===== src/rtl/dbgb_pkg.sv =====
// Shared constants and types for the UART debug bus bridge.
// Assumes 8-bit link bytes; all codes here are fixed by the framing.
package dbgb_pkg;
    localparam logic [7:0] SYNC_B     = 8'h55;
    localparam logic [7:0] ESC_B      = 8'h5A;
    localparam logic [7:0] CMD_ID     = 8'h00;
    localparam logic [7:0] CMD_RST    = 8'h80;
    localparam logic [7:0] CMD_WR_INC = 8'h81;
    localparam logic [7:0] CMD_RD_INC = 8'h82;
    localparam logic [7:0] CMD_WR_FIX = 8'h83;
    localparam logic [7:0] CMD_RD_FIX = 8'h84;

    typedef enum logic [2:0] {
        ST_IDLE, ST_CMD, ST_ADDR, ST_LEN, ST_WDATA, ST_BUS_WR, ST_BUS_RD, ST_TX
    } state_e;
endpackage


===== src/rtl/dbgb_rx_unstuff.sv =====
// Receive-side unstuffer: marks sync bytes and strips escape prefixes.
// Assumes accept_en depends only on parser state, never on rx_valid.
// Escape prefixes are honoured only while a frame is open (in_frame).
module dbgb_rx_unstuff
    import dbgb_pkg::*;
(
    input  logic       clk,
    input  logic       rst_n,
    input  logic       rx_valid,
    input  logic [7:0] rx_data,
    input  logic       accept_en,
    input  logic       in_frame,
    output logic       rx_ready,
    output logic       ev_valid,
    output logic       ev_sync,
    output logic [7:0] ev_data
);
    logic esc_q;
    logic fire;
    logic is_esc;

    // Classify the current byte against the escape state.
    always_comb begin
        fire     = rx_valid && accept_en;
        is_esc   = !esc_q && in_frame && (rx_data == ESC_B);
        rx_ready = accept_en;
        ev_valid = fire && !is_esc;
        ev_sync  = !esc_q && (rx_data == SYNC_B);
        ev_data  = rx_data;
    end

    // Remember that the previous accepted byte was an escape prefix.
    always_ff @(posedge clk) begin
        if (!rst_n)    esc_q <= 1'b0;
        else if (fire) esc_q <= is_esc;
    end
endmodule


===== src/rtl/dbgb_tx_stuff.sv =====
// Transmit-side stuffer: inserts an escape byte before 0x55 or 0x5A.
// Assumes the producer holds in_data stable while in_valid is high.
module dbgb_tx_stuff
    import dbgb_pkg::*;
(
    input  logic       clk,
    input  logic       rst_n,
    input  logic       in_valid,
    input  logic [7:0] in_data,
    output logic       in_ready,
    output logic       tx_valid,
    output logic [7:0] tx_data,
    input  logic       tx_ready
);
    logic esc_sent_q;
    logic special;

    // Choose between the escape prefix and the payload byte.
    always_comb begin
        special  = (in_data == SYNC_B) || (in_data == ESC_B);
        tx_valid = in_valid;
        tx_data  = (special && !esc_sent_q) ? ESC_B : in_data;
        in_ready = tx_ready && (!special || esc_sent_q);
    end

    // Track whether the prefix for the current byte has gone out.
    always_ff @(posedge clk) begin
        if (!rst_n)                    esc_sent_q <= 1'b0;
        else if (tx_valid && tx_ready) esc_sent_q <= special && !esc_sent_q;
    end
endmodule


===== src/rtl/dbgb_ctrl.sv =====
// Frame parser and bus sequencer. Consumes unstuffed byte events, collects
// address, length and write words LSB first, runs bus accesses and feeds
// response bytes to the stuffer. Assumes ADDR_W, DATA_W, LEN_W are multiples of 8.
module dbgb_ctrl
    import dbgb_pkg::*;
#(
    parameter int              ADDR_W     = 32,
    parameter int              DATA_W     = 32,
    parameter int              LEN_W      = 32,
    parameter logic [DATA_W-1:0] ID_WORD  = 32'hD0B6_0001,
    parameter int              RST_CYCLES = 16
) (
    input  logic              clk,
    input  logic              rst_n,
    input  logic              ev_valid,
    input  logic              ev_sync,
    input  logic [7:0]        ev_data,
    output logic              accept_en,
    output logic              in_frame,
    output logic              bus_req,
    output logic              bus_we,
    output logic [ADDR_W-1:0] bus_addr,
    output logic [DATA_W-1:0] bus_wdata,
    input  logic              bus_ack,
    input  logic [DATA_W-1:0] bus_rdata,
    output logic              byte_valid,
    output logic [7:0]        byte_data,
    input  logic              byte_ready,
    output logic              tgt_rst
);
    localparam int ADDR_BYTES = ADDR_W / 8;
    localparam int LEN_BYTES  = LEN_W / 8;
    localparam int BYTES      = DATA_W / 8;
    localparam int MAXB       = (ADDR_BYTES > BYTES) ? ((ADDR_BYTES > LEN_BYTES) ? ADDR_BYTES : LEN_BYTES)
                                                     : ((BYTES > LEN_BYTES) ? BYTES : LEN_BYTES);
    localparam int CNT_W      = $clog2(MAXB + 1);
    localparam int RST_W      = $clog2(RST_CYCLES + 1);

    state_e             state_q;
    logic [CNT_W-1:0]   bidx_q;
    logic [ADDR_W-1:0]  addr_q;
    logic [LEN_W-1:0]   len_q;
    logic [DATA_W-1:0]  shift_q;
    logic               we_q;
    logic               inc_q;
    logic [RST_W-1:0]   rst_cnt_q;

    logic               data_ev;
    logic [LEN_W-1:0]   len_nx;
    logic [LEN_W-1:0]   len_dec;
    logic [ADDR_W-1:0]  addr_nx;
    logic               rst_fire;

    // Derived next values and outward decode of the state.
    always_comb begin
        data_ev    = ev_valid && !ev_sync;
        len_nx     = {ev_data, len_q[LEN_W-1:8]};
        len_dec    = (len_q > LEN_W'(BYTES)) ? (len_q - LEN_W'(BYTES)) : '0;
        addr_nx    = inc_q ? (addr_q + ADDR_W'(BYTES)) : addr_q;
        rst_fire   = (state_q == ST_CMD) && data_ev && (ev_data == CMD_RST);
        accept_en  = (state_q == ST_IDLE) || (state_q == ST_CMD) || (state_q == ST_ADDR)
                  || (state_q == ST_LEN)  || (state_q == ST_WDATA);
        in_frame   = (state_q != ST_IDLE);
        bus_req    = (state_q == ST_BUS_WR) || (state_q == ST_BUS_RD);
        bus_we     = (state_q == ST_BUS_WR);
        bus_addr   = addr_q;
        bus_wdata  = shift_q;
        byte_valid = (state_q == ST_TX);
        byte_data  = shift_q[7:0];
        tgt_rst    = (rst_cnt_q != '0);
    end

    // Main frame sequencer.
    always_ff @(posedge clk) begin
        if (!rst_n) begin
            state_q <= ST_IDLE;
            bidx_q  <= '0;
            addr_q  <= '0;
            len_q   <= '0;
            shift_q <= '0;
            we_q    <= 1'b0;
            inc_q   <= 1'b0;
        end else if (ev_valid && ev_sync) begin
            state_q <= ST_CMD;
            bidx_q  <= '0;
        end else begin
            case (state_q)
                ST_CMD: if (data_ev) begin
                    bidx_q <= '0;
                    case (ev_data)
                        CMD_ID: begin
                            shift_q <= ID_WORD;
                            len_q   <= '0;
                            state_q <= ST_TX;
                        end
                        CMD_WR_INC, CMD_RD_INC, CMD_WR_FIX, CMD_RD_FIX: begin
                            we_q    <= (ev_data == CMD_WR_INC) || (ev_data == CMD_WR_FIX);
                            inc_q   <= (ev_data == CMD_WR_INC) || (ev_data == CMD_RD_INC);
                            state_q <= ST_ADDR;
                        end
                        default: state_q <= ST_IDLE;
                    endcase
                end
                ST_ADDR: if (data_ev) begin
                    addr_q <= {ev_data, addr_q[ADDR_W-1:8]};
                    if (bidx_q == CNT_W'(ADDR_BYTES - 1)) begin
                        bidx_q  <= '0;
                        state_q <= ST_LEN;
                    end else bidx_q <= bidx_q + 1'b1;
                end
                ST_LEN: if (data_ev) begin
                    len_q <= len_nx;
                    if (bidx_q == CNT_W'(LEN_BYTES - 1)) begin
                        bidx_q  <= '0;
                        state_q <= (len_nx == '0) ? ST_IDLE : (we_q ? ST_WDATA : ST_BUS_RD);
                    end else bidx_q <= bidx_q + 1'b1;
                end
                ST_WDATA: if (data_ev) begin
                    shift_q <= {ev_data, shift_q[DATA_W-1:8]};
                    if (bidx_q == CNT_W'(BYTES - 1)) begin
                        bidx_q  <= '0;
                        state_q <= ST_BUS_WR;
                    end else bidx_q <= bidx_q + 1'b1;
                end
                ST_BUS_WR: if (bus_ack) begin
                    addr_q  <= addr_nx;
                    len_q   <= len_dec;
                    state_q <= (len_dec == '0) ? ST_IDLE : ST_WDATA;
                end
                ST_BUS_RD: if (bus_ack) begin
                    shift_q <= bus_rdata;
                    addr_q  <= addr_nx;
                    len_q   <= len_dec;
                    bidx_q  <= '0;
                    state_q <= ST_TX;
                end
                ST_TX: if (byte_ready) begin
                    shift_q <= {8'h00, shift_q[DATA_W-1:8]};
                    if (bidx_q == CNT_W'(BYTES - 1)) begin
                        bidx_q  <= '0;
                        state_q <= (len_q == '0) ? ST_IDLE : ST_BUS_RD;
                    end else bidx_q <= bidx_q + 1'b1;
                end
                default: ;
            endcase
        end
    end

    // Target reset pulse counter, reloaded by each reset command.
    always_ff @(posedge clk) begin
        if (!rst_n)               rst_cnt_q <= '0;
        else if (rst_fire)        rst_cnt_q <= RST_W'(RST_CYCLES);
        else if (rst_cnt_q != '0) rst_cnt_q <= rst_cnt_q - 1'b1;
    end
endmodule


===== src/rtl/dbgb_bridge.sv =====
// Top of the UART debug bus bridge: unstuffer, parser/sequencer, stuffer.
// Assumes a single clock domain and a bus slave that acknowledges every request.
module dbgb_bridge #(
    parameter int                ADDR_W     = 32,
    parameter int                DATA_W     = 32,
    parameter int                LEN_W      = 32,
    parameter logic [DATA_W-1:0] ID_WORD    = 32'hD0B6_0001,
    parameter int                RST_CYCLES = 16
) (
    input  logic              clk,
    input  logic              rst_n,
    input  logic              rx_valid,
    input  logic [7:0]        rx_data,
    output logic              rx_ready,
    output logic              tx_valid,
    output logic [7:0]        tx_data,
    input  logic              tx_ready,
    output logic              bus_req,
    output logic              bus_we,
    output logic [ADDR_W-1:0] bus_addr,
    output logic [DATA_W-1:0] bus_wdata,
    input  logic              bus_ack,
    input  logic [DATA_W-1:0] bus_rdata,
    output logic              tgt_rst
);
    logic       accept_en, in_frame;
    logic       ev_valid, ev_sync;
    logic [7:0] ev_data;
    logic       byte_valid, byte_ready;
    logic [7:0] byte_data;

    dbgb_rx_unstuff u_rx (
        .clk(clk), .rst_n(rst_n), .rx_valid(rx_valid), .rx_data(rx_data),
        .accept_en(accept_en), .in_frame(in_frame), .rx_ready(rx_ready),
        .ev_valid(ev_valid), .ev_sync(ev_sync), .ev_data(ev_data)
    );

    dbgb_ctrl #(
        .ADDR_W(ADDR_W), .DATA_W(DATA_W), .LEN_W(LEN_W),
        .ID_WORD(ID_WORD), .RST_CYCLES(RST_CYCLES)
    ) u_ctrl (
        .clk(clk), .rst_n(rst_n), .ev_valid(ev_valid), .ev_sync(ev_sync), .ev_data(ev_data),
        .accept_en(accept_en), .in_frame(in_frame),
        .bus_req(bus_req), .bus_we(bus_we), .bus_addr(bus_addr), .bus_wdata(bus_wdata),
        .bus_ack(bus_ack), .bus_rdata(bus_rdata),
        .byte_valid(byte_valid), .byte_data(byte_data), .byte_ready(byte_ready),
        .tgt_rst(tgt_rst)
    );

    dbgb_tx_stuff u_tx (
        .clk(clk), .rst_n(rst_n), .in_valid(byte_valid), .in_data(byte_data),
        .in_ready(byte_ready), .tx_valid(tx_valid), .tx_data(tx_data), .tx_ready(tx_ready)
    );
endmodule


===== config.mk =====
export PLATFORM = sky130hd
export DESIGN_NAME = dbgb_bridge
export DESIGN_NICKNAME = d
export VERILOG_FILES = /design/src/rtl/dbgb_pkg.sv /design/src/rtl/dbgb_rx_unstuff.sv /design/src/rtl/dbgb_tx_stuff.sv /design/src/rtl/dbgb_ctrl.sv /design/src/rtl/dbgb_bridge.sv
export SDC_FILE = /design/constraint.sdc
export NUM_CORES = 1
export LEC_CHECK = 0
export CORE_MARGIN = 2
export CORE_UTILIZATION = 45
export DETAILED_ROUTE_END_ITERATION = 7
export PLACE_DENSITY = 0.74
export SLEW_MARGIN = 30
export SYNTH_ARGS = -nofsm -noshare
export SYNTH_HDL_FRONTEND = slang
export SYNTH_SLANG_ARGS = --single-unit

===== constraint.sdc =====
create_clock -name clk -period 2.7 [get_ports clk]
set_input_delay 0.27 -clock clk [delete_from_list [all_inputs] [get_ports clk]]
set_output_delay 0.27 -clock clk [all_outputs]
set_load 0.005 [all_outputs]

== Word-level counts from Yosys, hierarchy flattened ==
Cells that the tools add are included.

* Register bits: 111
* Input bits: 45
* Output and inout port bits: 77

* Add/sub/neg operators: 4
* Magnitude comparators: 1
* Equality and inequality tests: 43
* Muxes and demuxes: 43
* Bitwise logic cells: 2
* Reduce and logical (&&, ||, !) cells: 52

{| class="wikitable"
|+ Operator list
! operator !! count
|-
| 32-bit two-way mux || 13
|-
| 32-bit case mux with 4 select lines || 1
|-
| 32-bit logical NOT || 3
|-
| 32-bit case mux with 3 select lines || 1
|-
| 32-bit case mux with 2 select lines || 1
|-
| 3-bit two-way mux || 19
|-
| 8-bit == test, second input constant || 5
|-
| 32-bit by 3-bit adder with 32-bit output, second input constant || 1
|-
| 8-bit by 7-bit == test with 1-bit output, second input constant || 4
|-
| 32-bit by 3-bit > comparator with 1-bit output, second input constant || 1
|-
| 32-bit by 3-bit subtractor with 32-bit output, second input constant || 1
|-
| 12-bit AND reduction || 2
|-
| 3-bit case mux with 7 select lines || 1
|-
| 3-bit inequality test, second input constant || 6
|-
| 2-bit by 1-bit inequality test with 1-bit output, second input constant || 8
|-
| 2-bit inequality test, second input constant || 7
|-
| 3-bit == test, second input constant || 4
|-
| 1-bit logical AND || 12
|-
| 3-bit by 2-bit inequality test with 1-bit output, second input constant || 4
|-
| 3-bit case mux with 4 select lines || 1
|-
| 5-bit two-way mux || 2
|-
| 5-bit AND reduction || 2
|-
| 3-bit by 2-bit == test with 1-bit output, second input constant || 3
|-
| 1-bit logical OR || 9
|-
| 24 further kinds || 34
|}

== Longest topological paths before layout ==
* Depth in word-level cells: 11
* Depth in mapped cells: 11
* Mapped depth without buffers: 9

== Hierarchy ==
From an unflattened synthesis, not the netlist that was laid out.

* Cells, all modules: 954
* Area, all modules: 7241.9 um2

{| class="wikitable"
|+ By module, submodules not included
! module !! times used !! cells each !! area an instance (um2)
|-
| dbgb_ctrl || 1 || 911 || 6899.1
|-
| dbgb_rx_unstuff || 1 || 22 || 180.2
|-
| dbgb_tx_stuff || 1 || 21 || 162.7
|}

== Worst setup path before layout ==
No wires, ideal clock.

* Path type: register to register
* Start: register u_ctrl.len_q[5]
* End: register u_ctrl.len_q[29]
* Setup time: 0.123 ns
* Arrival time: 2.355 ns
* Slack: 0.222 ns
* Cell stages (with the launch flop): 10
* Path buffers: 2
* Period minus slack after synthesis: 2.478 ns
* Cell sequence: dfxtp_1 buf_6 or4_1 buf_2 nor3_2 nand4_1 or3_1 xnor2_1 a221oi_1 nor2_1

* Longest elaborated chain between the ends: 4

{| class="wikitable"
|+ Ends and longest elaborated chain
! element !! line !! source
|-
| start, declared || dbgb_ctrl.sv:42 || <nowiki>logic [LEN_W-1:0] len_q;</nowiki>
|-
| start signal, assigned || dbgb_ctrl.sv:112 || <nowiki>len_q <= len_nx;</nowiki>
|-
| start signal, assigned || dbgb_ctrl.sv:127 || <nowiki>len_q <= len_dec;</nowiki>
|-
| start signal, assigned || dbgb_ctrl.sv:133 || <nowiki>len_q <= len_dec;</nowiki>
|-
| 32-bit by 3-bit subtractor with 32-bit output / 32-bit by 3-bit > comparator with 1-bit output (equally long branches) || dbgb_ctrl.sv:58 || <nowiki>len_dec = (len_q > LEN_W'(BYTES)) ? (len_q - LEN_W'(BYTES)) : '0;</nowiki>
|-
| 32-bit two-way mux (*) || dbgb_ctrl.sv:58 ||
|-
| 32-bit two-way mux (*) || dbgb_ctrl.sv:125, dbgb_ctrl.sv:130 ||
|-
| 32-bit case mux with 3 select lines (*) || dbgb_ctrl.sv:87 || <nowiki>case (state_q)</nowiki>
|}

Every way passes the cells marked *; elsewhere a longest branch is shown, timed or not. The select of a mux whose other input is x is not followed.
A chain may end at the register's enable or synchronous reset.

== Worst setup path after layout ==
* Start: register u_ctrl.len_q[6]
* End: register u_ctrl.state_q[2]

* Longest elaborated chain between the ends: 6

{| class="wikitable"
|+ Ends and longest elaborated chain
! element !! line !! source
|-
| 32-bit by 3-bit subtractor with 32-bit output / 32-bit by 3-bit > comparator with 1-bit output (equally long branches) || dbgb_ctrl.sv:58 ||
|-
| 32-bit two-way mux || dbgb_ctrl.sv:58 ||
|-
| 32-bit logical NOT || dbgb_ctrl.sv:128 || <nowiki>state_q <= (len_dec == '0) ? ST_IDLE : ST_WDATA;</nowiki>
|-
| 3-bit two-way mux || dbgb_ctrl.sv:128 ||
|-
| 3-bit two-way mux || dbgb_ctrl.sv:125 || <nowiki>ST_BUS_WR: if (bus_ack) begin</nowiki>
|-
| 3-bit case mux with 7 select lines (*) || dbgb_ctrl.sv:87 ||
|-
| end signal, assigned || dbgb_ctrl.sv:115 || <nowiki>state_q <= (len_nx == '0) ? ST_IDLE : (we_q ? ST_WDATA : ST_BUS_RD);</nowiki>
|-
| end signal, assigned || dbgb_ctrl.sv:128 ||
|-
| end signal, assigned || dbgb_ctrl.sv:141 || <nowiki>state_q <= (len_q == '0) ? ST_IDLE : ST_BUS_RD;</nowiki>
|-
| end, declared || dbgb_ctrl.sv:39 || <nowiki>state_e state_q;</nowiki>
|}

Marked as above.

==> results.yml <==
logic_synthesis:
  postSynthRegisterBits: 111
  synth_warnings: 0
  synth-async-reset-ratio: 0
  synth_edf_count: 0
  yosysSeqAreaShare: 0.3136
  synth_area_mm2: 0.007087
  synth-main-ff-cell: "dfxtp_1"
  synth_cells: 976
  syn_avg_cell_area_um2: 7.261
  yosysUniqueCellTypes: 73
  syn-num-nets: 1028
power_and_ir_drop:
  power_leakage_nw: 3.348
  p_per_area_mw_per_mm2: 373.5
  power_w: 0.003456
  vdd_drop_max_v: 0.0002977
die:
  die_w_um: 129.5
  fp-row-count: 45
  core_mm2: 0.01531
  die_h_um: 129.5
  io-pin-count: 122
  dieArea_mm2: 0.01677
  initial_core_util: 0.4627
setup_path:
  cp_slowest_stage_delay_ns: 0.54
  crit_required_ns: 2.98
  worstPathMaxFanout: 8
  path_class: "reg -> reg"
  critPathMostFrequentCell: "buf_4"
  setup.worst_path.end_class: "flip-flop"
  path_depth: 9
  critPathTopFamily: "compound AO/OA/AOI/OAI gates"
  start_kind: "flip-flop"
  worstPathArrival_ns: 2.88
  r2r_cells: 9
  slowest_stage: "or4_1"
  cp_cell_sequence: "or4_1, buf_4, nor3_2, buf_4, nor2_1, o41ai_1, o22ai_1, a31o_1, a211oi_1"
  crit_buf_inv: 2
timing:
  finalHoldViolCount: 0
  post-route-period-util: 0.9641
  fmax_ghz: 0.3842
  slew_viol_final: 0
  finalSetupViolCount: 0
  min_period_ns: 2.603
  setup_ws_ns: 0.09692
  rsz0062_at_grt: "no"
  worst_slew_pin_slew_ns: 0.7197
  slew_headroom: 0.5202
  finalClockSkew_ns: 0.01345
global_route:
  met1_usage: 0.3879
  grt_usage: 0.2744
  gr-usage-met3: 0.03881
  grt_pass1_wl_um: 37000
  use_met2: 0.4368
  busiest_layer: "met2"
  grt_max_degree: 65
  grt_pass1_vias: 6960
  antenna_found_initial: 0
  grt_overflow: 0
clock_tree:
  clock_latency_ns: 0.36
  clock_sinks: 111
  numCtsBuffers: 9
  cts_tree: "yes"
  clockBufferDepth: 2
  clk_pin_slew_ns: 0.08
  cts-htree-levels: 3
  cts_setup_buffers: 0
  clockRootBuffer: "clkbuf_16"
route:
  vias_per_cell: 6.072
  drt-initial-drc-count: 755
  vias: 8039
  detail-route-antenna-nets: 0
  wl_per_cell_um: 17.68
  wl_um: 23410
  drtPass1Iterations: 5
  drc: 0
cells_and_area:
  fillers: 1438
  final_cells: 1324
  drive_above_1_share: 0.1285
  syn_to_final_growth_pct: 30.58
  layout.nets: 1160
  final_cell_mix: "clkdlybuf4s50_1, nor2_1, dfxtp_1, o21ai_0, nand2_1"
  final_common_cell: "clkdlybuf4s50_1"
  num_antenna_cells: 0
place:
  dp_slack_ns: -0.1681
  gp_congestion: 0.9521
  io_buffers: 121
  dp_hpwl_um: 16680
  dp_cells: 1308
run:
  cap_violations: 0
hold_path:
  whs_path_depth: 3
  hold_path_class: "in -> reg"
outcome:
  outcome: "finished clean"
worst reg2reg max path: stages (launching register included):
cell,delay [ns]
dfxtp_1,0.36
or4_1,0.54
buf_4,0.19
nor3_2,0.25
buf_4,0.21
nor2_1,0.05
o41ai_1,0.28
o22ai_1,0.16
a31o_1,0.24
a211oi_1,0.25
per-stage QoR:
step | cell area [um2] | hold WS, ns | util | TNS [ns]
detailed placement | 8944 | 0.4676 | 0.5840 | -4.394
finish | 9254 | 0.4470 | 0.6042 | 0
CTS | 9236 | 0.4490 | 0.6031 | 0
floorplan | 7087 | 0.4440 | - | 0
global route | 9254 | 0.4603 | 0.6042 | 0
global placement | 8944 | 0.4638 | 0.5840 | -1.172
synth_stat cells (all sizes together) (3+ instances only):
library cell,number,share of area
a211oi,9,0.011
a21oi,73,0.052
a221oi,10,0.013
a22o,4,0.0049
a22oi,8,0.0085
a311oi,10,0.012
a31oi,16,0.014
a32oi,6,0.0074
a41oi,5,0.0062
and2,6,0.0053
and3,12,0.011
and4,4,0.0049
buf,20,0.014
clkbuf,67,0.035
dfxtp,111,0.31
ha,7,0.012
inv,19,0.010
mux2,11,0.017
mux2i,20,0.028
nand2,97,0.051
nand2b,7,0.0062
nand3,51,0.036
nand3b,4,0.0042
nand4,9,0.0079
nor2,111,0.059
nor2b,6,0.0053
nor3,39,0.029
nor3b,4,0.0042
nor4,16,0.016
nor4b,5,0.0062
nor4bb,3,0.0042
o21ai,107,0.076
o221a,7,0.011
o22ai,15,0.013
o31ai,6,0.0064
o41ai,3,0.0037
or2,4,0.0035
or3,10,0.0088
or4,4,0.0042
xnor2,14,0.017
xor2,7,0.0087
state kept, by name (all words and copies together) (netlist names):
name and flops:
u_rx.esc_q 1, u_ctrl.len_q 32, u_ctrl.bus_wdata 32, u_ctrl.bidx_q 3
u_ctrl.inc_q 1, u_ctrl.rst_cnt_q 5, u_ctrl.state_q 3, u_ctrl.we_q 1
u_ctrl.bus_addr 32, u_tx.esc_sent_q 1
kinds of logic (layout without fill, tap and decap cells):
logic type,after synthesis,count (layout),synth area share
XOR/XNOR,21,21,0.02595
AO/OA/AOI/OAI,302,302,0.2685
multiplexers,31,31,0.04573
adder cells (fa/ha/maj),7,7,0.01236
flip-flops,111,111,0.3136
buffers and inverters,108,245,0.06091
AND/OR/NAND/NOR,396,396,0.2730
report_power, final:
group | leakage, nW | total [W] | internal (W) | switching, W
Combinational | 2.31 | 0.000407 | 0.000219 | 0.000188
Clock | 0.146 | 0.00134 | 0.000687 | 0.000655
Sequential | 0.895 | 0.00171 | 0.00167 | 0.0000335
per-layer routing:
| layer | part of all wire | wire length (um) |
|---|---|---|
| met5 | 0 | 0 |
| met3 | 0.085 | 1997 |
| met2 | 0.45 | 10570 |
| met4 | 0.018 | 410 |
| met1 | 0.45 | 10440 |
final cells by class:
type | instances | area (um2) | share of cell area
multi-input combinational | 757 | 4457 | 0.4816
sequential | 111 | 2223 | 0.2403
timing repair buffer | 208 | 1938 | 0.2094
tap | 211 | 264.0 | 0.02853
clock buffer | 11 | 252.7 | 0.02731
inverter | 21 | 78.83 | 0.008518
clock inverter | 5 | 40.04 | 0.004327
timing repair:
| action | CTS | global route |
|---|---|---|
| setup endpoints to repair | 0 | 3 |
| hold buffers | 0 | 0 |
| gates resized for setup | 0 | 3 |
path summary, 6_finish.rpt:
check | start | to | slack (ns)
max | u_ctrl.len_q[6]$_SDFFE_PN0P_ | u_ctrl.state_q[2]$_SDFFE_PP0P_ | 0.1
min | rst_n | u_ctrl.bus_addr[0]$_SDFFE_PN0P_ | 0.45
min reg2reg | u_ctrl.bidx_q[1]$_SDFFE_PP0P_ | u_ctrl.bidx_q[1]$_SDFFE_PP0P_ | 0.48
max reg2reg | u_ctrl.len_q[6]$_SDFFE_PN0P_ | u_ctrl.state_q[2]$_SDFFE_PP0P_ | 0.1
Note: power is estimated with default switching activity, not from simulation.
